===== src/rtl/adc_scan_pkg.sv =====
package adc_scan_pkg;
  localparam int FRAME_BITS = 16;
  localparam int CH_FIELD_W = 4;

  typedef enum logic [1:0] {ST_IDLE, ST_LOAD, ST_XFER, ST_GAP} seqState_t;

  // strobes from the sequencer to the datapath
  typedef struct packed {
    logic                  start;
    logic                  loadCmd;
    logic                  cmdValid;
    logic [CH_FIELD_W-1:0] cmdCh;
    logic                  shiftBit;
    logic                  sampleBit;
    logic                  frameEnd;
    logic                  scanDone;
  } seqStrobes_t;
endpackage


===== src/rtl/adc_scan_ctrl.sv =====
module adc_scan_ctrl
  import adc_scan_pkg::*;
#(
  parameter int NUM_CH   = 16,
  parameter int SCLK_DIV = 2,
  parameter int CS_GAP   = 2,
  parameter int OVR_W    = 8
) (
  input  logic              clk,
  input  logic              rstN,
  input  logic              trig,
  input  logic [NUM_CH-1:0] chMask,
  output seqStrobes_t       stb,
  output logic              sclk,
  output logic              csN,
  output logic [OVR_W-1:0]  overrunCnt
);
  localparam int DIV_W = $clog2(SCLK_DIV + 1);
  localparam int GAP_W = $clog2(CS_GAP + 1);
  localparam int FL_W  = $clog2(NUM_CH + 3);

  seqState_t         state;
  logic [NUM_CH-1:0] pendMask;
  logic [FL_W-1:0]   framesLeft;
  logic [DIV_W-1:0]  divCnt;
  logic [GAP_W-1:0]  gapCnt;
  logic [3:0]        bitCnt;
  logic [CH_FIELD_W-1:0] nextCh;
  logic              hasNext;
  logic              divWrap;
  logic              gapWrap;

  function automatic int popCount(logic [NUM_CH-1:0] m);
    int n = 0;
    for (int i = 0; i < NUM_CH; i++) n += int'(m[i]);
    return n;
  endfunction

  // lowest pending channel
  always_comb begin
    nextCh = '0;
    for (int i = NUM_CH - 1; i >= 0; i--) begin
      if (pendMask[i]) nextCh = CH_FIELD_W'(i);
    end
  end
  assign hasNext = |pendMask;
  assign divWrap = (divCnt == DIV_W'(SCLK_DIV - 1));
  assign gapWrap = (gapCnt == GAP_W'(CS_GAP - 1));

  always_comb begin
    stb = '0;
    stb.cmdCh = nextCh;
    unique case (state)
      ST_IDLE: if (trig) begin
        if (|chMask) stb.start = 1'b1;
        else         stb.scanDone = 1'b1;
      end
      ST_LOAD: begin
        stb.loadCmd  = 1'b1;
        stb.cmdValid = hasNext;
      end
      ST_XFER: if (divWrap) begin
        if (!sclk)               stb.sampleBit = 1'b1;
        else if (bitCnt == 4'hF) stb.frameEnd  = 1'b1;
        else                     stb.shiftBit  = 1'b1;
      end
      ST_GAP: if (gapWrap && framesLeft == '0) stb.scanDone = 1'b1;
      default: ;
    endcase
  end

  always_ff @(posedge clk or negedge rstN) begin
    if (!rstN) begin
      state      <= ST_IDLE;
      pendMask   <= '0;
      framesLeft <= '0;
      divCnt     <= '0;
      gapCnt     <= '0;
      bitCnt     <= '0;
      sclk       <= 1'b0;
      csN        <= 1'b1;
    end else begin
      unique case (state)
        ST_IDLE: if (trig && |chMask) begin
          pendMask   <= chMask;
          framesLeft <= FL_W'(popCount(chMask) + 2);
          state      <= ST_LOAD;
        end
        ST_LOAD: begin
          if (hasNext) pendMask[nextCh] <= 1'b0;
          csN    <= 1'b0;
          sclk   <= 1'b0;
          divCnt <= '0;
          bitCnt <= '0;
          state  <= ST_XFER;
        end
        ST_XFER: begin
          if (divWrap) begin
            divCnt <= '0;
            sclk   <= ~sclk;
            if (sclk) begin
              if (bitCnt == 4'hF) begin
                csN        <= 1'b1;
                gapCnt     <= '0;
                framesLeft <= framesLeft - 1'b1;
                state      <= ST_GAP;
              end else begin
                bitCnt <= bitCnt + 1'b1;
              end
            end
          end else begin
            divCnt <= divCnt + 1'b1;
          end
        end
        ST_GAP: begin
          if (gapWrap) state <= (framesLeft == '0) ? ST_IDLE : ST_LOAD;
          else         gapCnt <= gapCnt + 1'b1;
        end
        default: state <= ST_IDLE;
      endcase
    end
  end

  always_ff @(posedge clk or negedge rstN) begin
    if (!rstN) overrunCnt <= '0;
    else if (trig && state != ST_IDLE && overrunCnt != '1)
      overrunCnt <= overrunCnt + 1'b1;
  end

  assert_sclk_idle_R4: assert property (@(posedge clk) disable iff (!rstN)
    csN |-> !sclk);
  assert_cs_idle_R5: assert property (@(posedge clk) disable iff (!rstN)
    (state == ST_IDLE) |-> csN);
  assert_cs_min_high_R5: assert property (@(posedge clk) disable iff (!rstN)
    $rose(csN) |=> csN);
  assert_overrun_count_R9: assert property (@(posedge clk) disable iff (!rstN)
    (trig && state != ST_IDLE && overrunCnt != '1) |=> (overrunCnt == $past(overrunCnt) + 1'b1));
  assert_overrun_hold_R9: assert property (@(posedge clk) disable iff (!rstN)
    (!trig || state == ST_IDLE) |=> $stable(overrunCnt));
endmodule


===== src/rtl/adc_scan_dp.sv =====
module adc_scan_dp
  import adc_scan_pkg::*;
#(
  parameter int NUM_CH   = 16,
  parameter int RES_BITS = 12
) (
  input  logic                         clk,
  input  logic                         rstN,
  input  seqStrobes_t                  stb,
  input  logic                         rangeDbl,
  input  logic                         miso,
  input  logic                         sclk,
  output logic                         mosi,
  output logic [NUM_CH*RES_BITS-1:0]   sampleBuf,
  output logic                         tagErr,
  output logic                         done
);
  localparam int LAT = 3;  // pipe depth: current frame plus two of latency

  logic                            rangeLat;
  logic [FRAME_BITS-1:0]           txShift;
  logic [FRAME_BITS-1:0]           lastCmd;
  logic [FRAME_BITS-1:0]           rxShift;
  logic [LAT-1:0]                  pVal;
  logic [LAT-1:0][CH_FIELD_W-1:0]  pCh;
  logic                            capture;

  function automatic logic [FRAME_BITS-1:0] mkCmd(logic [CH_FIELD_W-1:0] ch, logic rng);
    logic [FRAME_BITS-1:0] w;
    w       = '0;
    w[12]   = 1'b1;
    w[11]   = 1'b1;
    w[10:7] = ch;
    w[6]    = rng;
    return w;
  endfunction

  assign mosi    = txShift[FRAME_BITS-1];
  assign capture = stb.frameEnd && pVal[LAT-1];

  always_ff @(posedge clk or negedge rstN) begin
    if (!rstN) begin
      rangeLat <= 1'b0;
      txShift  <= '0;
      lastCmd  <= '0;
      rxShift  <= '0;
      pVal     <= '0;
      pCh      <= '0;
      tagErr   <= 1'b0;
      done     <= 1'b0;
    end else begin
      done <= stb.scanDone;
      if (stb.start) begin
        rangeLat <= rangeDbl;
        tagErr   <= 1'b0;
        pVal     <= '0;
      end
      if (stb.loadCmd) begin
        if (stb.cmdValid) begin
          txShift <= mkCmd(stb.cmdCh, rangeLat);
          lastCmd <= mkCmd(stb.cmdCh, rangeLat);
        end else begin
          txShift <= lastCmd;
        end
        pVal <= {pVal[LAT-2:0], stb.cmdValid};
        pCh  <= {pCh[LAT-2:0], stb.cmdCh};
      end
      if (stb.shiftBit)  txShift <= {txShift[FRAME_BITS-2:0], 1'b0};
      if (stb.sampleBit) rxShift <= {rxShift[FRAME_BITS-2:0], miso};
      if (capture && rxShift[15:12] != pCh[LAT-1]) tagErr <= 1'b1;
    end
  end

  for (genvar c = 0; c < NUM_CH; c++) begin : g_slot
    logic [RES_BITS-1:0] slot;
    always_ff @(posedge clk or negedge rstN) begin
      if (!rstN) slot <= '0;
      else if (capture && pCh[LAT-1] == CH_FIELD_W'(c))
        slot <= rxShift[11 -: RES_BITS];
    end
    assign sampleBuf[c*RES_BITS +: RES_BITS] = slot;
  end

  assert_mosi_hold_R4: assert property (@(posedge clk) disable iff (!rstN)
    (sclk && $past(sclk)) |-> $stable(mosi));
  assert_err_clear_R7: assert property (@(posedge clk) disable iff (!rstN)
    stb.start |=> !tagErr);
  assert_discard_R6: assert property (@(posedge clk) disable iff (!rstN)
    (stb.frameEnd && !pVal[LAT-1]) |=> $stable(sampleBuf));
endmodule


===== src/rtl/adc_scan_seq.sv =====
module adc_scan_seq
  import adc_scan_pkg::*;
#(
  parameter int NUM_CH   = 16,
  parameter int RES_BITS = 12,
  parameter int SCLK_DIV = 2,
  parameter int CS_GAP   = 2,
  parameter int OVR_W    = 8
) (
  input  logic                       clk,
  input  logic                       rstN,
  input  logic                       trig,
  input  logic [NUM_CH-1:0]          chMask,
  input  logic                       rangeDbl,
  output logic                       sclk,
  output logic                       csN,
  output logic                       mosi,
  input  logic                       miso,
  output logic [NUM_CH*RES_BITS-1:0] sampleBuf,
  output logic                       tagErr,
  output logic                       done,
  output logic [OVR_W-1:0]           overrunCnt
);
  seqStrobes_t stb;

  adc_scan_ctrl #(
    .NUM_CH(NUM_CH), .SCLK_DIV(SCLK_DIV), .CS_GAP(CS_GAP), .OVR_W(OVR_W)
  ) i_ctrl (
    .clk(clk), .rstN(rstN), .trig(trig), .chMask(chMask), .stb(stb),
    .sclk(sclk), .csN(csN), .overrunCnt(overrunCnt)
  );

  adc_scan_dp #(
    .NUM_CH(NUM_CH), .RES_BITS(RES_BITS)
  ) i_dp (
    .clk(clk), .rstN(rstN), .stb(stb), .rangeDbl(rangeDbl), .miso(miso),
    .sclk(sclk), .mosi(mosi), .sampleBuf(sampleBuf), .tagErr(tagErr), .done(done)
  );
endmodule


===== config.mk =====
export PLATFORM = sky130hd
export DESIGN_NAME = adc_scan_seq
export DESIGN_NICKNAME = d
export VERILOG_FILES = /design/src/rtl/adc_scan_pkg.sv /design/src/rtl/adc_scan_ctrl.sv /design/src/rtl/adc_scan_dp.sv /design/src/rtl/adc_scan_seq.sv
export SDC_FILE = /design/constraint.sdc
export NUM_CORES = 1
export LEC_CHECK = 0
export ABC_AREA = 1
export BUFFER_PORTS_ARGS = -buffer_cell sky130_fd_sc_hd__buf_2
export CORE_ASPECT_RATIO = 0.7
export CORE_MARGIN = 2
export CORE_UTILIZATION = 25
export CTS_BUF_LIST = sky130_fd_sc_hd__clkbuf_16
export DETAILED_ROUTE_END_ITERATION = 8
export GPL_TIMING_DRIVEN = 0
export HOLD_SLACK_MARGIN = 0.1
export PLACE_DENSITY_LB_ADDON = 0.2
export SETUP_SLACK_MARGIN = 0.02
export SYNTH_ARGS = -nofsm -noshare
export SYNTH_HDL_FRONTEND = slang
export SYNTH_SLANG_ARGS = --single-unit

===== constraint.sdc =====
create_clock -name clk -period 4.3 [get_ports clk]
set_clock_uncertainty 0.15 [all_clocks]
set_input_delay 1.29 -clock clk [delete_from_list [all_inputs] [get_ports clk]]
set_output_delay 1.29 -clock clk [all_outputs]
set_load 0.01 [all_outputs]

==> results of run 1 <==
-- area by class of cell --
cell class	count	area [sq um]	area share [%]
sequential	299	7480	47.6
multi-input combinational	825	4170	26.5
timing repair buffer	229	1230	7.80
clock buffer	37	926	5.89
tap	665	832	5.29
inverter	126	485	3.09
buffer	62	408	2.59
clock inverter	26	190	1.21
antenna	2	5.00	0.0318
-- stage by stage --
step | cell area (sq um) | TNS, ps
after floorplan | 12500 | -1680
after global placement | 14500 | -1244880
after detailed placement | 14600 | -3680
after CTS | 15700 | -443
after global routing | 15700 | -1070
final | 15700 | -534
-- metal layers --
metal  vias up  routed length [um]
li1       4790                   -
met3        39                1670
met2       177               16900
met5         -                   0
met1      4840               19700
met4         0                 531
-- logic make-up (layout without fill, tap and decap cells) --
family / after synthesis / count (layout)
other: 0 / 2
adders and majority gates: 27 / 27
DFF: 299 / 299
muxes: 1 / 1
and+or+nand+nor: 482 / 482
AOI/OAI and AO/OA: 302 / 302
xor gates and xnor gates: 13 / 13
buffers and inverters: 188 / 480
-- worst register-to-register path, stage by stage, from the launching register on --
cell and delay (ps):
dfrtp_1 420, inv_1 120, ha_1 150, buf_4 180
inv_2 110, nor2_1 200, inv_1 100, nor3_4 400
nor2_1 180, inv_1 160, buf_2 250, o211ai_1 150
-- power by group --
group / leakage (nW) / switching (mW) / internal (mW)
logic: 3.57 / 0.287 / 0.165
clock network: 0.578 / 1.20 / 1.73
registers: 4.00 / 0.0412 / 2.85
total: 8.14 / 1.53 / 4.75
-- what timing repair did --
action | CTS | global route
setup endpoints to repair | 4 | 5
pin swaps | 5 | 1
endpoints found under the hold margin | 0 | 0
resized for setup | 11 | 1
setup buffers | 2 | 0
-- worst min path at each step --
stage | startpoint | to | slack [ps] | cells past startpoint
floorplan | i_dp.lastCmd[11]$_DFFE_PN0P_ | i_dp.lastCmd[11]$_DFFE_PN0P_ | 270 | 2
global placement | i_dp.lastCmd[12]$_DFFE_PN0P_ | i_dp.lastCmd[12]$_DFFE_PN0P_ | 280 | 2
detailed placement | i_dp.lastCmd[12]$_DFFE_PN0P_ | i_dp.lastCmd[12]$_DFFE_PN0P_ | 280 | 2
CTS | i_dp.lastCmd[12]$_DFFE_PN0P_ | i_dp.lastCmd[12]$_DFFE_PN0P_ | 300 | 2
global route | i_dp.lastCmd[12]$_DFFE_PN0P_ | i_dp.lastCmd[12]$_DFFE_PN0P_ | 330 | 2
finish | i_dp.lastCmd[12]$_DFFE_PN0P_ | i_dp.lastCmd[12]$_DFFE_PN0P_ | 290 | 2
-- synthesized netlist by cell type, drive strengths merged --
master	n
clkbuf	29
o211ai	12
a21oi	36
nor2	61
o22ai	4
nor4	3
o311ai	1
dfrtp	298
clkinv	1
nand2	364
mux2	1
dfstp	1
o21ai	235
or2	2
a21boi	2
buf	33
o221ai	1
xor2	8
o21bai	1
ha	17
fa	10
nor3	3
nand3	37
o41ai	1
nand4	12
a22oi	8
a31oi	1
inv	125
xnor2	5
-- state kept, by name, summed over array words and instances (netlist names), 2 cells and up --
signal and flops:
i_dp.lastCmd 16, i_ctrl.divCnt 2, i_ctrl.pendMask 16, i_dp.txShift 16, i_dp.g_slot.slot 192, i_ctrl.bitCnt 4
i_ctrl.state 2, i_dp.pVal 3, i_ctrl.gapCnt 2, i_ctrl.overrunCnt 8, i_dp.rxShift 16, i_dp.pCh 12
i_ctrl.framesLeft 5
==> metrics.csv, run 1 <==
metric;value;unit
status;finished with violations;
failing checks;setup timing;
number of hold buffers added after cts;0;
post-layout min period;4490;ps
Clk Latency, worst-skew pair;510;ps
Leakage;8.14;nW
max-slew violations;0;
htree depth;2;
hpwl dp;27500;um
Worst Path Required;4540;ps
Routed WL per cell;17.1;um
clock sinks;299;
cell at the slowest stage of the critical path;fa_1;
most frequent CP cell;fa_1;
Hold WS;289;ps
met2 Use GR;22.1;%
Vias;9846;
die width;271;um
placed cells;2204;
DRC;0;
adder-cell share of the synthesized area;3.30;%
Rel. slew slack;39.8;%
filler instances;5226;
CTS Root Cell;clkbuf_16;
CTS Buffer Depth;3;
Initial Util;25.3;%
Yosys reg bits;299;
Post-Syn Area;12500;sq um
GRT overflow;0;
Final #Nets;1626;
nature of the critical path startpoint;input port;
TritonCTS Buffers;35;
Simple-Gate Fraction of Synth Area;16.1;%
Synth top area share;59.6;%
die area;51900;sq um
Syn Inst Count;1312;
mux contribution to synthesized area;0.0900;%
final wirelength;38800;um
Most Crowded Layer GR;met1;
synth warn;0;
I/O pins;226;
share of cells above drive strength 1;21.6;%
max incr delay on CP;510;ps
Compound-Gate Fraction of Synth Area;12.7;%
Top Family by Delay on Critical Path;adder cells;
Yosys cell types;41;
CP Depth;17;
CTS tree;built;
post-route ant nets;0;
synthesized area per cell;9.53;sq um
actual slew at the worst max-slew pin;903;ps
min-delay worst type;reg2reg;
WP data arrival;4720;ps
total track usage;14.9;%
setup slack, reg-to-reg;1610;ps
Seq/Total Area, Yosys;59.8;%
core area;49300;sq um
RSZ-0062 raised after global routing;true;
first-pass GRT wire length;60000;um
Synth area leaders;dfrtp_1, nand2_1, o21ai_0;
worst path cell trace;buf_8 -> inv_8 -> ha_4 -> inv_2 -> fa_1 -> fa_1 -> fa_1 -> fa_1 -> inv_1 -> fa_2 -> inv_2 -> fa_2 -> inv_2 -> nand2_2 -> a21boi_1 -> o311ai_1 -> o21ai_1;
Final Cycle Share;104;%
Final Power;6.28;mW
reg2reg start;i_ctrl.state[0]$_DFFE_PN0P_;
main combinational cell family by area after synthesis;simple AND/OR/NAND/NOR gates;
Final WS setup;-186;ps
met3 usage;2.86;%
Worst Path Max Fanout;2;
dpl ws;-857;ps
Rows;68;
utilization after layout;31.9;%
area grow syn2layout;25.7;%
CP Class;in2reg;
die height;191;um
Max Clock Freq;223;MHz
CP Capture Type;register;
Critical path destination;i_ctrl.framesLeft[4]$_DFFE_PN0P_;
Final Hold Violating Endpoints;0;
Iteration-0 DRC Markers;629;
Buf/Inv on CP;6;
Worst-path clk slew;60;ps
largest net degree at the start of global routing;114;
Worst Setup SP;chMask[1];
most common cell after layout, fill and taps aside;nand2_1;
port bufs;225;
routability cong.;0.828;
power per cell area;399;nW/um^2
post-synth net total;1360;
met1 usage;22.5;%
Max Cap Viol;0;
Synth Area in XOR/XNOR;0.910;%
maximum VDD drop;0.188;mV
setup violators final;4;
most frequent cells in the layout;nand2_1, dfrtp_1, buf_2;
Layout Cells excl Fill;2271;
Worst R2R End;i_dp.txShift[15]$_DFFE_PN0P_;
DR vias/cell;4.34;
Initial DRT Pass Iterations;5;
leading area contributor after synthesis;dfrtp_1;
initial antenna violation count;2;
Worst Reg2Reg Path Length in Cells;11;
number of global-route vias before repair;9773;
No activity file was read; power rests on OpenSTA's default activity.
==> run 2, diff against run 1 <==
--- a/config.mk
+++ b/config.mk
@@ -9,7 +9,7 @@
 export BUFFER_PORTS_ARGS = -buffer_cell sky130_fd_sc_hd__buf_2
 export CORE_ASPECT_RATIO = 0.7
 export CORE_MARGIN = 2
-export CORE_UTILIZATION = 25
+export CORE_UTILIZATION = 45
 export CTS_BUF_LIST = sky130_fd_sc_hd__clkbuf_16
 export DETAILED_ROUTE_END_ITERATION = 8
 export GPL_TIMING_DRIVEN = 0
==> run 2 against run 1 <==
Compared with the run above:
- the flow still finishes with violations (setup timing)
- final cell count decreased by 13%
- highest routed layer unchanged
- non-clock buffer count increased by 2
- first-iteration DRC count increased by 23%
- total power decreased by 10%
- setup slack got worse by 44 ps
- fmax decreased by 0.97%
- critical path depth unchanged
- critical endpoint is now i_ctrl.framesLeft[3]$_DFFE_PN0P_
==> metrics.csv, run 2 (same netlist as run 1, synthesis figures left out) <==
metric;value;unit;change
status;finished with violations;;
failing checks;setup timing;;
initial antenna violation count;0;;-2
core area;27600;sq um;-44%
number of hold buffers added after cts;0;;unchanged
cell at the slowest stage of the critical path;fa_1;;
Rows;51;;-25%
Final Cycle Share;105;%;+1.0 points
Worst-path clk slew;60;ps;about the same
Max Clock Freq;221;MHz;-0.97%
CTS tree;built;;
die height;143;um;-25%
largest net degree at the start of global routing;116;;+1.8%
reg2reg start;i_ctrl.state[0]$_DFFE_PN0P_;;
Initial Util;45.4;%;+20 points
WP data arrival;4800;ps;+80 ps
min-delay worst type;reg2reg;;
most frequent CP cell;fa_1;;
Final Hold Violating Endpoints;0;;unchanged
Final #Nets;1622;;-0.25%
routability cong.;0.898;;+8.4%
area grow syn2layout;20.7;%;
CP Capture Type;register;;
Max Cap Viol;0;;unchanged
hold path startpoint;i_dp.lastCmd[11]$_DFFE_PN0P_;;
clock sinks;299;;unchanged
Initial DRT Pass Iterations;5;;unchanged
Worst Reg2Reg Path Length in Cells;11;;unchanged
CP Class;in2reg;;
hpwl dp;23300;um;-15%
most common cell after layout, fill and taps aside;nand2_1;;
Clk Latency, worst-skew pair;560;ps;+50 ps
number of global-route vias before repair;9301;;-4.8%
Leakage;8.03;nW;-1.4%
GRT overflow;0;;unchanged
setup slack, reg-to-reg;1640;ps;+30 ps
post-layout min period;4530;ps;+43.8 ps
setup violators final;4;;unchanged
Rel. slew slack;43.0;%;+3.2 points
hold-critical path depth;2;;unchanged
I/O pins;226;;unchanged
maximum VDD drop;0.293;mV;+56%
max FFs per register;192;;unchanged
first-pass GRT wire length;51900;um;-13%
power per cell area;374;nW/um^2;-6.3%
htree depth;1;;-1
Buf/Inv on CP;6;;unchanged
Worst R2R End;i_dp.txShift[6]$_DFFE_PN0P_;;
die area;29200;sq um;-44%
RSZ-0062 raised after global routing;true;;
Worst Path Max Fanout;3;;+1
Placed Area;14200;sq um;-2.5%
Worst Setup SP;chMask[0];;
CTS Root Cell;clkbuf_16;;
DRC;0;;unchanged
placed cells;1910;;-13%
post-route ant nets;0;;unchanged
TritonCTS Buffers;29;;-17%
worst hold endpoint;i_dp.lastCmd[11]$_DFFE_PN0P_;;
most frequent cells in the layout;nand2_1, dfrtp_1, buf_2;;
share of cells above drive strength 1;21.1;%;-0.51 points
DR vias/cell;5.07;;+17%
Most flops, register;i_dp.g_slot.slot;;
nature of the critical path startpoint;input port;;
max-slew violations;0;;unchanged
worst path cell trace;buf_8 -> inv_6 -> ha_4 -> inv_2 -> fa_1 -> fa_1 -> fa_1 -> fa_1 -> inv_2 -> fa_2 -> buf_4 -> buf_6 -> a31oi_4 -> xor2_1 -> o22ai_1 -> nand2_1 -> o21ai_0;;
Top Family by Delay on Critical Path;adder cells;;
actual slew at the worst max-slew pin;854;ps;-48.3 ps
port bufs;225;;unchanged
final wirelength;33300;um;-14%
Vias;9974;;+1.3%
CTS Buffer Depth;3;;unchanged
total track usage;22.6;%;+7.7 points
Routed WL per cell;16.9;um;-0.86%
Antenna diodes;0;;-2
max incr delay on CP;540;ps;+30 ps
Layout Cells excl Fill;1966;;-13%
Worst Path Required;4570;ps;+30 ps
die width;203;um;-25%
Final WS setup;-230;ps;-43.8 ps
Iteration-0 DRC Markers;772;;+23%
fin area;15100;sq um;-4.0%
-- run 2: cell count changes in the layout (fill, tap and decap cells not counted), sizes merged --
| cell | delta |
|---|---|
| buf | +2 |
| diode | -2 |
| inv | +6 |
| bufinv | -3 |
| clkbuf | -8 |
| clkinv | -6 |
-- run 2: layer usage --
layer	track usage, %	routed length (um)	up-vias
met5	0	0	-
met1	34.3	15900	4883
met2	33.9	14700	282
met3	4.17	2160	42
met4	4.84	585	0
li1	-	-	4767
-- run 2: worst max-delay path by stage --
stage,endpoint,slack (ps),cells past startpoint
CTS,i_ctrl.framesLeft[4]$_DFFE_PN0P_,-170,17
floorplan,i_ctrl.framesLeft[4]$_DFFE_PN0P_,-450,16
global placement,i_dp.g_slot[5].slot[8]$_DFFE_PN0P_,-3890,1
global route,i_ctrl.framesLeft[3]$_DFFE_PN0P_,-320,17
detailed placement,i_ctrl.framesLeft[4]$_DFFE_PN0P_,-840,17
finish,i_ctrl.framesLeft[3]$_DFFE_PN0P_,-230,17
-- run 2: repair_timing --
action | CTS | global route
setup endpoints to repair | 4 | 4
resized for setup | 8 | 8
gates cloned | 0 | 0
pin swaps | 4 | 5
setup buffers | 2 | 2
-- run 2: worst reg2reg max path: cells and delay by family, from the launching register on --
kind                     cells  cell delay [ps]
flip-flops                   1              430
AND/OR/NAND/NOR              3              750
AO/OA/AOI/OAI                1              150
buffers and inverters        6              880
adder cells (fa/ha/maj)      1              160
-- run 2: power breakdown --
part	internal, mW	switching, mW	leakage [nW]
Clock	1.21	1.06	0.449
Combinational	0.187	0.294	3.58
Sequential	2.85	0.0426	4.00
-- run 2: final cells by class --
class	instances	area (sq um)
fill	2482	12500
clock buffer	29	726
buffer	62	408
tap	371	464
inverter	126	485
clock inverter	23	100
sequential	299	7480
timing repair buffer	231	1240
multi-input combinational	825	4180
-- run 2: per-stage QoR --
step           total power, mW  setup TNS [ps]  setup slack, ps  util [%]  hold slack, ps
2_1_floorplan             3.16           -1680             -453         -             266
5_1_grt                   5.91           -1180             -317      54.7             329
6_report                  5.65            -725             -230      54.7             298
3_3_place_gp              3.35        -1149860            -3890      51.2             279
3_5_place_dp              3.36           -3530             -839      51.5             286
4_1_cts                   5.65            -430             -166      54.6             301
==> run 3, diff against run 2 <==
--- a/config.mk
+++ b/config.mk
@@ -7,9 +7,11 @@
 export LEC_CHECK = 0
 export ABC_AREA = 1
 export BUFFER_PORTS_ARGS = -buffer_cell sky130_fd_sc_hd__buf_2
+export CELL_PAD_IN_SITES_DETAIL_PLACEMENT = 1
+export CELL_PAD_IN_SITES_GLOBAL_PLACEMENT = 2
 export CORE_ASPECT_RATIO = 0.7
 export CORE_MARGIN = 2
-export CORE_UTILIZATION = 45
+export CORE_UTILIZATION = 37
 export CTS_BUF_LIST = sky130_fd_sc_hd__clkbuf_16
 export DETAILED_ROUTE_END_ITERATION = 8
 export GPL_TIMING_DRIVEN = 0
==> run 3 against run 2 <==
Compared with the run above:
- the run still ends with setup timing left
- register-to-register slack worse by 50 ps
- total power is 6.0% higher
- via count is 0.87% higher
- critical path depth stayed put
- cell area is 1.5% higher
- global-route usage is 1.2 points lower
- final cell count is 3.2% higher
- setup slack better by 62 ps
- critical endpoint is now i_ctrl.framesLeft[4]$_DFFE_PN0P_
- largest cell class unchanged
==> metrics.csv, run 3 (same netlist as run 1, synthesis figures left out) <==
metric;value;unit;change
status;finished with violations;;
failing checks;setup timing;;
Most flops, register;i_dp.g_slot.slot;;
number of global-route vias before repair;10049;;+8.0%
filler instances;3901;;+57%
Final #Nets;1624;;+0.12%
Max Cap Viol;0;;unchanged
clock sinks;299;;unchanged
Clk Latency, worst-skew pair;560;ps;about the same
min-delay worst type;reg2reg;;
Initial Util;37.4;%;-7.9 points
final wirelength;38100;um;+14%
most common cell after layout, fill and taps aside;nand2_1;;
first-pass GRT wire length;58900;um;+14%
footprint of the multi-input gates;4180;sq um;unchanged
WP data arrival;4750;ps;-50 ps
routability cong.;0.805;;-10%
power per cell area;391;nW/um^2;+4.4%
nature of the critical path startpoint;input port;;
CTS Buffer Depth;3;;unchanged
post-route ant nets;0;;unchanged
max FFs per register;192;;unchanged
Rel. slew slack;29.4;%;-14 points
CTS Root Cell;clkbuf_16;;
Initial DRT Pass Iterations;4;;-1
CP Class;in2reg;;
area grow syn2layout;22.5;%;
Register Area;7480;sq um;unchanged
Routed WL per cell;18.8;um;+11%
Final Hold Violating Endpoints;0;;unchanged
I/O pins;226;;unchanged
Leakage;8.08;nW;+0.59%
Worst Path Max Fanout;2;;-1
most frequent cells in the layout;nand2_1, dfrtp_1, buf_2;;
Antenna diodes;0;;unchanged
CTS tree;built;;
htree depth;1;;unchanged
die area;35300;sq um;+21%
DRC;0;;unchanged
setup violators final;4;;unchanged
largest net degree at the start of global routing;91;;-22%
actual slew at the worst max-slew pin;1060;ps;+204 ps
post-layout min period;4470;ps;-61.9 ps
max-slew violations;0;;unchanged
total track usage;21.4;%;-1.2 points
port bufs;225;;unchanged
CP Capture Type;register;;
Layout Cells excl Fill;2028;;+3.2%
Rows;56;;+9.8%
RSZ-0062 raised after global routing;true;;
Worst Path Required;4580;ps;about the same
setup TNS;-562;ps;+163 ps
TritonCTS Buffers;31;;+6.9%
die width;224;um;+10%
die height;158;um;+10%
core area;33400;sq um;+21%
initial antenna violation count;0;;unchanged
share of cells above drive strength 1;21.5;%;+0.40 points
Iteration-0 DRC Markers;669;;-13%
DR vias/cell;4.96;;-2.2%
Vias;10061;;+0.87%
Final WS setup;-168;ps;+61.9 ps
number of hold buffers added after cts;0;;unchanged
Final Cycle Share;104;%;-1.4 points
Worst-path clk slew;60;ps;about the same
placed cells;1975;;+3.4%
GRT overflow;0;;unchanged
hpwl dp;27100;um;+16%
Hold WS;298;ps;+0.289 ps
maximum VDD drop;0.262;mV;-11%
Max Clock Freq;224;MHz;+1.4%
[run 3: cell count changes in the layout (fill, tap and decap cells not counted), sizes merged]
cell,change
bufinv,+4
clkbuf,+2
clkinv,+1
clkinvlp,-1
inv,-8
[run 3: final timing paths]
kind / from / to / slack [ps] / depth (start not counted)
worst max-delay path: chMask[1] / i_ctrl.framesLeft[4]$_DFFE_PN0P_ / -170 / 17
worst min-delay path: i_dp.lastCmd[11]$_DFFE_PN0P_ / i_dp.lastCmd[11]$_DFFE_PN0P_ / 300 / 2
worst max register to register: i_ctrl.state[0]$_DFFE_PN0P_ / i_dp.txShift[15]$_DFFE_PN0P_ / 1590 / 11
worst min register to register: i_dp.lastCmd[11]$_DFFE_PN0P_ / i_dp.lastCmd[11]$_DFFE_PN0P_ / 300 / 2
max in group asynchronous: rstN / i_dp.g_slot[4].slot[7]$_DFFE_PN0P_ / 2320 / 3
min in group asynchronous: rstN / i_ctrl.overrunCnt[2]$_DFFE_PN0P_ / 480 / 1
[run 3: cell type report]
class | count | area share (%)
plain buffers | 62 | 2.66
clock buffers | 31 | 5.06
multi-input cells | 825 | 27.3
well taps | 435 | 3.55
clock inverters | 19 | 1.22
flip-flops and latches | 299 | 48.8
inverters | 126 | 3.17
repair buffers | 231 | 8.23
[run 3: critical path, cell delays in order]
cell	delay, ps
buf_8	90
inv_8	30
ha_4	250
inv_2	30
fa_1	460
fa_1	520
fa_1	430
fa_1	490
inv_1	50
fa_2	360
inv_2	70
fa_2	190
inv_2	40
nand2_2	50
a21boi_1	60
o311ai_1	230
o21ai_1	110
[run 3: per-stage QoR]
stage | setup slack [ps] | power (mW) | utilization, % | instance area (sq um)
finish | -168 | 5.99 | 45.9 | 15300
global route | -261 | 6.24 | 45.9 | 15300
CTS | -143 | 6.06 | 45.8 | 15300
detailed placement | -890 | 3.38 | 42.8 | 14300
global placement | -4130 | 3.35 | 42.5 | 14200
floorplan | -453 | 3.16 | - | 12500
[run 3: layer usage]
| layer | vias up | global-route usage (%) | wire (um) |
|---|---|---|---|
| met5 | - | 0 | 0 |
| met4 | 0 | 3.87 | 631 |
| met3 | 47 | 3.95 | 1760 |
| met2 | 194 | 32.6 | 16600 |
| met1 | 5055 | 32.1 | 19100 |
| li1 | 4765 | - | - |
[run 3: power breakdown]
part,switching [mW],leakage [nW],internal [mW],total (mW)
registers,0.0446,4.00,2.85,2.90
clock network,1.10,0.489,1.53,2.62
logic,0.291,3.59,0.173,0.464
[run 3: what timing repair did]
item / in CTS / in global routing
pin swaps: 3 / 2
setup buffers: 3 / 0
resized for setup: 11 / 4
endpoints found under the hold margin: 0 / 0
setup endpoints to repair: 4 / 4
